==> src/rtl/rfsh_pkg.sv <==
package rfsh_pkg;
    typedef enum logic {
        MODE_RUN  = 1'b0,
        MODE_SELF = 1'b1
    } rfsh_mode_e;
endpackage

==> src/rtl/rfsh_bank_ctl.sv <==
// Per-bank refresh bookkeeping: countdown timer, owed-refresh count,
// busy counter and row pointer.
module rfsh_bank_ctl #(
    parameter int TIMER_W    = 8,
    parameter int ROW_W      = 4,
    parameter int ROWS       = 16,
    parameter int BUSY_W     = 3,
    parameter int BUSY_CYC   = 4,
    parameter int FORCE_AT   = 3,
    parameter int PEND_W     = 2,
    parameter int START_LOAD = 29,
    parameter int RELOAD     = 119,
    parameter int WAKE_LOAD  = 119
) (
    input  logic             clk,
    input  logic             rst_n,
    input  logic             run,
    input  logic             wake,
    input  logic             grant,
    output logic             due,
    output logic             force_now,
    output logic             busy,
    output logic [ROW_W-1:0] row
);
    typedef struct packed {
        logic [TIMER_W-1:0] timer;
        logic [PEND_W-1:0]  pend;
        logic [BUSY_W-1:0]  busy_cnt;
        logic [ROW_W-1:0]   row;
    } bank_st_t;

    bank_st_t st_d, st_q;
    logic     tick;

    always_comb begin
        st_d = st_q;
        tick = 1'b0;

        // Timer: reload on wake, count down while running.
        if (wake) begin
            st_d.timer = TIMER_W'(WAKE_LOAD);
            st_d.pend  = '0;
        end else if (run) begin
            if (st_q.timer == '0) begin
                tick       = 1'b1;
                st_d.timer = TIMER_W'(RELOAD);
            end else begin
                st_d.timer = st_q.timer - 1'b1;
            end
        end

        // Owed refreshes: one more per tick, one fewer per grant.
        if (tick && !grant) begin
            if (st_q.pend != PEND_W'(FORCE_AT)) begin
                st_d.pend = st_q.pend + 1'b1;
            end
        end else if (!tick && grant) begin
            st_d.pend = st_q.pend - 1'b1;
        end

        // Busy window.
        if (grant) begin
            st_d.busy_cnt = BUSY_W'(BUSY_CYC);
        end else if (st_q.busy_cnt != '0) begin
            st_d.busy_cnt = st_q.busy_cnt - 1'b1;
        end

        // Row pointer with wrap.
        if (grant) begin
            if (st_q.row == ROW_W'(ROWS - 1)) begin
                st_d.row = '0;
            end else begin
                st_d.row = st_q.row + 1'b1;
            end
        end
    end

    always_ff @(posedge clk) begin
        if (!rst_n) begin
            st_q.timer    <= TIMER_W'(START_LOAD);
            st_q.pend     <= '0;
            st_q.busy_cnt <= '0;
            st_q.row      <= '0;
        end else begin
            st_q <= st_d;
        end
    end

    assign busy      = (st_q.busy_cnt != '0);
    assign due       = (st_q.pend != '0) && !busy;
    assign force_now = (st_q.pend >= PEND_W'(FORCE_AT)) && !busy;
    assign row       = st_q.row;
endmodule

==> src/rtl/rfsh_arb.sv <==
// Picks at most one bank to refresh per cycle; host requests win unless forced.
module rfsh_arb #(
    parameter int NUM_BANKS = 4,
    parameter int BANK_W    = 2
) (
    input  logic                 allow,
    input  logic [NUM_BANKS-1:0] due,
    input  logic [NUM_BANKS-1:0] force_req,
    input  logic                 host_valid,
    input  logic [BANK_W-1:0]    host_bank,
    output logic [NUM_BANKS-1:0] grant,
    output logic [BANK_W-1:0]    grant_bank,
    output logic                 grant_any
);
    logic [NUM_BANKS-1:0] elig;

    for (genvar g = 0; g < NUM_BANKS; g++) begin : g_elig
        assign elig[g] = allow && due[g] &&
                         (force_req[g] || !(host_valid && (host_bank == BANK_W'(g))));
    end

    always_comb begin
        grant      = '0;
        grant_bank = '0;
        grant_any  = 1'b0;
        for (int b = 0; b < NUM_BANKS; b++) begin
            if (elig[b] && !grant_any) begin
                grant[b]   = 1'b1;
                grant_bank = BANK_W'(b);
                grant_any  = 1'b1;
            end
        end
    end
endmodule

==> src/rtl/rfsh_sched.sv <==
module rfsh_sched
    import rfsh_pkg::*;
#(
    parameter int NUM_BANKS     = 4,
    parameter int ROWS          = 16,
    parameter int RETENTION_CYC = 1920,
    parameter int BUSY_CYC      = 4,
    parameter int MAX_POSTPONE  = 2,
    localparam int BANK_W       = $clog2(NUM_BANKS),
    localparam int ROW_W        = $clog2(ROWS)
) (
    input  logic                 clk,
    input  logic                 rst_n,
    input  logic                 req_valid,
    input  logic [BANK_W-1:0]    req_bank,
    output logic                 req_ready,
    input  logic                 sleep_req,
    output logic                 ref_valid,
    output logic [BANK_W-1:0]    ref_bank,
    output logic [ROW_W-1:0]     ref_row,
    output logic [NUM_BANKS-1:0] bank_busy,
    output logic                 sr_active,
    output logic                 sr_enter,
    output logic                 sr_exit
);
    localparam int INTERVAL = RETENTION_CYC / ROWS;
    localparam int STAGGER  = INTERVAL / NUM_BANKS;
    localparam int TIMER_W  = $clog2(2 * INTERVAL);
    localparam int BUSY_W   = $clog2(BUSY_CYC + 1);
    localparam int FORCE_AT = MAX_POSTPONE + 1;
    localparam int PEND_W   = $clog2(FORCE_AT + 1);

    typedef struct packed {
        rfsh_mode_e        mode;
        logic              ref_valid;
        logic [BANK_W-1:0] ref_bank;
        logic [ROW_W-1:0]  ref_row;
        logic              sr_enter;
        logic              sr_exit;
    } ctl_st_t;

    ctl_st_t ctl_d, ctl_q;

    logic                 run, wake, allow;
    logic [NUM_BANKS-1:0] due, force_req, grant;
    logic [BANK_W-1:0]    grant_bank;
    logic                 grant_any;
    logic [ROW_W-1:0]     rows [NUM_BANKS];

    assign run   = (ctl_q.mode == MODE_RUN);
    assign wake  = (ctl_q.mode == MODE_SELF) && !sleep_req;
    assign allow = run && !sleep_req;

    for (genvar g = 0; g < NUM_BANKS; g++) begin : g_bank
        rfsh_bank_ctl #(
            .TIMER_W   (TIMER_W),
            .ROW_W     (ROW_W),
            .ROWS      (ROWS),
            .BUSY_W    (BUSY_W),
            .BUSY_CYC  (BUSY_CYC),
            .FORCE_AT  (FORCE_AT),
            .PEND_W    (PEND_W),
            .START_LOAD((g + 1) * STAGGER - 1),
            .RELOAD    (INTERVAL - 1),
            .WAKE_LOAD (INTERVAL - 1 + g * STAGGER)
        ) i_bank (
            .clk      (clk),
            .rst_n    (rst_n),
            .run      (run),
            .wake     (wake),
            .grant    (grant[g]),
            .due      (due[g]),
            .force_now(force_req[g]),
            .busy     (bank_busy[g]),
            .row      (rows[g])
        );
    end

    rfsh_arb #(
        .NUM_BANKS(NUM_BANKS),
        .BANK_W   (BANK_W)
    ) i_arb (
        .allow     (allow),
        .due       (due),
        .force_req (force_req),
        .host_valid(req_valid),
        .host_bank (req_bank),
        .grant     (grant),
        .grant_bank(grant_bank),
        .grant_any (grant_any)
    );

    always_comb begin
        ctl_d           = ctl_q;
        ctl_d.ref_valid = grant_any;
        ctl_d.ref_bank  = grant_bank;
        ctl_d.ref_row   = rows[grant_bank];
        ctl_d.sr_enter  = 1'b0;
        ctl_d.sr_exit   = 1'b0;
        case (ctl_q.mode)
            MODE_RUN: begin
                if (sleep_req && (bank_busy == '0)) begin
                    ctl_d.mode     = MODE_SELF;
                    ctl_d.sr_enter = 1'b1;
                end
            end
            MODE_SELF: begin
                if (!sleep_req) begin
                    ctl_d.mode    = MODE_RUN;
                    ctl_d.sr_exit = 1'b1;
                end
            end
            default: ctl_d.mode = MODE_RUN;
        endcase
    end

    always_ff @(posedge clk) begin
        if (!rst_n) begin
            ctl_q.mode      <= MODE_RUN;
            ctl_q.ref_valid <= 1'b0;
            ctl_q.ref_bank  <= '0;
            ctl_q.ref_row   <= '0;
            ctl_q.sr_enter  <= 1'b0;
            ctl_q.sr_exit   <= 1'b0;
        end else begin
            ctl_q <= ctl_d;
        end
    end

    assign req_ready = run && !bank_busy[req_bank] && !grant[req_bank];
    assign ref_valid = ctl_q.ref_valid;
    assign ref_bank  = ctl_q.ref_bank;
    assign ref_row   = ctl_q.ref_row;
    assign sr_active = (ctl_q.mode == MODE_SELF);
    assign sr_enter  = ctl_q.sr_enter;
    assign sr_exit   = ctl_q.sr_exit;
endmodule

==> config.mk <==
export PLATFORM = sky130hd
export DESIGN_NAME = rfsh_sched
export DESIGN_NICKNAME = d
export VERILOG_FILES = /design/src/rtl/rfsh_pkg.sv /design/src/rtl/rfsh_bank_ctl.sv /design/src/rtl/rfsh_arb.sv /design/src/rtl/rfsh_sched.sv
export SDC_FILE = /design/constraint.sdc
export NUM_CORES = 1
export LEC_CHECK = 0
export BUFFER_PORTS_ARGS = -buffer_cell sky130_fd_sc_hd__buf_2
export CORE_ASPECT_RATIO = 0.75
export CORE_MARGIN = 5
export CORE_UTILIZATION = 64
export CTS_BUF_LIST = sky130_fd_sc_hd__clkbuf_2
export DETAILED_ROUTE_END_ITERATION = 8
export HOLD_SLACK_MARGIN = 0.05
export PLACE_DENSITY_LB_ADDON = 0.08
export SYNTH_ARGS = -nofsm -noshare
export SYNTH_HDL_FRONTEND = slang
export SYNTH_SLANG_ARGS = --single-unit
==> constraint.sdc <==
create_clock -name clk -period 3 [get_ports clk]
set_input_delay 0.15 -clock clk [delete_from_list [all_inputs] [get_ports clk]]
set_output_delay 0.15 -clock clk [all_outputs]
set_load 0.02 [all_outputs]
==> metrics.cfg <==
[logic_synthesis]
seq_area_frac_synth = 0.353
synth_area_um2 = 4420
synthCells = 518
ys_async_sr_fraction = 0
synth-warning-count = 0
ys_ff_latch = 78
syn_avg_cell_area_um2 = 8.53
ys.flop_type = dfxtp_1
ys_types = 69
synth-edff-count = 0
syn-num-nets = 555

[global_routing]
globalRoute.busiestLayer = met2
overflow = 0
use_met3 = 0.0487
grt_pass1_wl_mm = 17.0
met2_usage = 0.405
antenna_found_initial = 0
grt_pass1_vias = 3638
grt.total_usage = 0.243
grt_max_degree = 42
met1_usage = 0.327

[timing]
relSlewSlack = 0.448
setup_viol = 0
finalHoldWorstSlack_ns = 0.0737
final.setup.tns_ns = 0
finalCriticalPeriod_ns = 2.87
post-route-period-util = 0.958
finalHoldViolations = 0
skew_ns = 0.0283
fmax_mhz = 348
slew_viol_final = 0
tightest_slew_ns = 0.820

[critical_path]
crit_start = g_bank[3].i_bank.st_q[4]$_SDFFE_PP0P_
reg2reg_depth = 8
r2r_setup_slack_ns = 0.52
criticalPathCategory = reg2out
endpoint = req_ready
arrival_ns = 2.72
worstPathRequired_ns = 2.85
worstReg2RegStart = g_bank[1].i_bank.st_q[5]$_SDFFE_PP0P_
endpoint_kind = output port
reg2reg_to = g_bank[3].i_bank.st_q[7]$_SDFF_PN0_
critPathMaxFanout = 6
critPathLaunchType = flop

[floorplanning]
start_util = 0.653
fp-row-count = 26
die-height_um = 82.0
die_area_um2 = 8690
ioPinCount = 21
die_x_um = 106
core_area_um2 = 6770

[outcome]
status = complete, no violations

[finish]
seq_area_um2 = 1570
diodes = 0
drive_above_1_share = 0.153
fin_nets = 574
syn2layout_area_growth_pct = 8.66
post_layout_nonfiller_instances = 626
nFillCells = 553
multi_input_area_um2 = 2600
final_util = 0.710

[detailed_routing]
drt_iter0_drc = 246
drc_errors = 0
dr.pass1.iters = 5
viasPerCell = 6.07
post_drt_wl_per_cell_um = 15.9
wl_mm = 9.93
antenna_left = 0
num_vias = 3798

[pwr]
internal_power_w = 0.00201
p_per_area_nw_per_um2 = 699
p_sw_frac = 0.401
comb_power_share = 0.400
clockPowerShare = 0.171
power_leakage_nw = 1.99
sequentialPowerShare = 0.429
p_switching_w = 0.00135
ir_drop_mv = 0.353

[clocking]
clkLatencyLatePin_ns = 0.53
cts_tree = yes
cts.sinks = 78
cts.path.max_buffers = 2
clk_pin_slew_ns = 0.23
clockRootBuffer = clkbuf_2
htree_levels = 3
cts_buffers = 9

[placed_design]
gp_congestion = 0.868
io_buffers = 20
dpl.hpwl_mm = 7.00
place_inst = 602

[worst_hold_path]
hold_path_class = in2reg

[job]
cap_violations = 0

routing by layer:
metal  up-vias  routed length (um)
met5         -                   0
met2       116                4450
met3        14                 612
li1       1873                   -
met1      1795                4760
met4         0                  99
cell type report:
type / count / share of cell area
clock buffer: 9 / 0.00938
clock inverter: 7 / 0.0151
inverter: 47 / 0.0367
multi-input combinational: 363 / 0.541
sequential: 78 / 0.326
tap: 84 / 0.0219
timing repair buffer: 38 / 0.0500
cell usage in the layout, fill, tap and decap left out, types with 7 or more instances in the layout:
| master | synthesis | final |
|---|---|---|
| dfxtp_1 | 78 | 74 |
| buf_2 | 4 | 19 |
| inv_1 | 47 | 47 |
| nor2_1 | 38 | 38 |
| o21ai_0 | 14 | 14 |
| xor2_1 | 15 | 15 |
| nor4_1 | 7 | 7 |
| ha_1 | 31 | 26 |
| clkbuf_2 | 0 | 9 |
| nor3_1 | 15 | 15 |
| nand4_1 | 8 | 8 |
| a31oi_1 | 9 | 9 |
| mux2i_1 | 10 | 10 |
| nand3_1 | 17 | 17 |
| xnor2_1 | 12 | 12 |
| buf_4 | 5 | 18 |
| a21oi_1 | 33 | 33 |
| nand2_1 | 50 | 50 |
power groups by stage:
stage | clock, W | combinational, W | sequential (W)
global route | 0.000637 | 0.00150 | 0.00147
global placement | 0 | 0.00121 | 0.00145
finish | 0.000576 | 0.00134 | 0.00144
CTS | 0.000586 | 0.00129 | 0.00144
detailed placement | 0 | 0.00126 | 0.00146
floorplan | 0 | 0.00104 | 0.00141
per-stage QoR:
stage	cell area, um2	worst slack (ns)	power, W
after floorplan	4420	0.329	0.00245
after global placement	4550	0.531	0.00265
after detailed placement	4550	0.462	0.00272
after CTS	4710	0.00210	0.00331
after global routing	4800	-0.00933	0.00361
final	4800	0.126	0.00336
what timing repair did:
item	4_1_cts	5_1_grt
resized for setup	5	12
hold buffers	0	1
hold endpoints to repair	0	1
pin swaps	0	2
endpoints found under the setup margin	1	1
setup buffers	1	6
synthesized netlist by cell type, types with 3 or more instances:
| master | n | area, um2 |
|---|---|---|
| xor2_1 | 15 | 131 |
| nor4_1 | 7 | 43.8 |
| buf_2 | 4 | 20.0 |
| o221ai_1 | 4 | 35.0 |
| and2_1 | 5 | 31.3 |
| or3_1 | 6 | 37.5 |
| xnor2_1 | 12 | 105 |
| mux2i_1 | 10 | 100 |
| a311oi_1 | 4 | 35.0 |
| nor2_1 | 38 | 143 |
| a211o_1 | 4 | 35.0 |
| ha_1 | 31 | 388 |
| nor3b_1 | 3 | 22.5 |
| nand3b_1 | 6 | 45.0 |
| a21oi_1 | 33 | 165 |
| dfxtp_1 | 78 | 1560 |
| o2111ai_1 | 4 | 35.0 |
| o311ai_0 | 5 | 43.8 |
| and3_1 | 3 | 18.8 |
| nand3_1 | 17 | 85.1 |
| o221a_1 | 3 | 33.8 |
| inv_1 | 47 | 176 |
| nor3_1 | 15 | 75.1 |
| buf_4 | 5 | 37.5 |
| o21ai_0 | 14 | 70.1 |
| nand4bb_1 | 3 | 33.8 |
| clkbuf_1 | 19 | 71.3 |
| nand2b_1 | 3 | 18.8 |
| nand4_1 | 8 | 50.1 |
| nand2_1 | 50 | 188 |
| a31oi_1 | 9 | 56.3 |
sequential cells by signal, indices dropped and copies added (netlist names):
register / cells
g_bank.i_bank.st_q: 52
g_bank.i_bank.row: 16
ref_valid: 1
ref_row: 4
sr_active: 1
ref_bank: 2
sr_exit: 1
sr_enter: 1
cells by family after synthesis:
logic type,synth area share
simple gates,0.232
compound gates,0.174
flops,0.353
buf+inv,0.0742
fa+ha+maj,0.0877
xor+xnor,0.0535
mux,0.0252
how the worst min path moves through the flow:
stage | from | end | cells past startpoint | slack (ns)
final | sleep_req | g_bank[0].i_bank.st_q[10]$_SDFFE_PN0P_ | 2 | 0.07
after global routing | sleep_req | g_bank[0].i_bank.st_q[10]$_SDFFE_PN0P_ | 2 | 0.06
after CTS | sleep_req | g_bank[0].i_bank.st_q[10]$_SDFFE_PN0P_ | 2 | 0.05
after detailed placement | g_bank[0].i_bank.st_q[5]$_SDFFE_PP0P_ | g_bank[0].i_bank.st_q[5]$_SDFFE_PP0P_ | 2 | 0.48
after global placement | g_bank[1].i_bank.st_q[5]$_SDFFE_PP0P_ | g_bank[1].i_bank.st_q[5]$_SDFFE_PP0P_ | 2 | 0.47
after floorplan | rst_n | ref_bank[1]$_SDFF_PN0_ | 2 | 0.32
worst max-delay path: stages, from the launching register on:
cell      delay, ns
dfxtp_2        0.37
inv_1          0.05
ha_2           0.20
ha_4           0.17
or4b_4         0.50
a211oi_4       0.23
o21ai_4        0.11
a221oi_2       0.30
a311oi_2       0.07
buf_4          0.18
No activity file was read; power rests on OpenSTA's default activity.
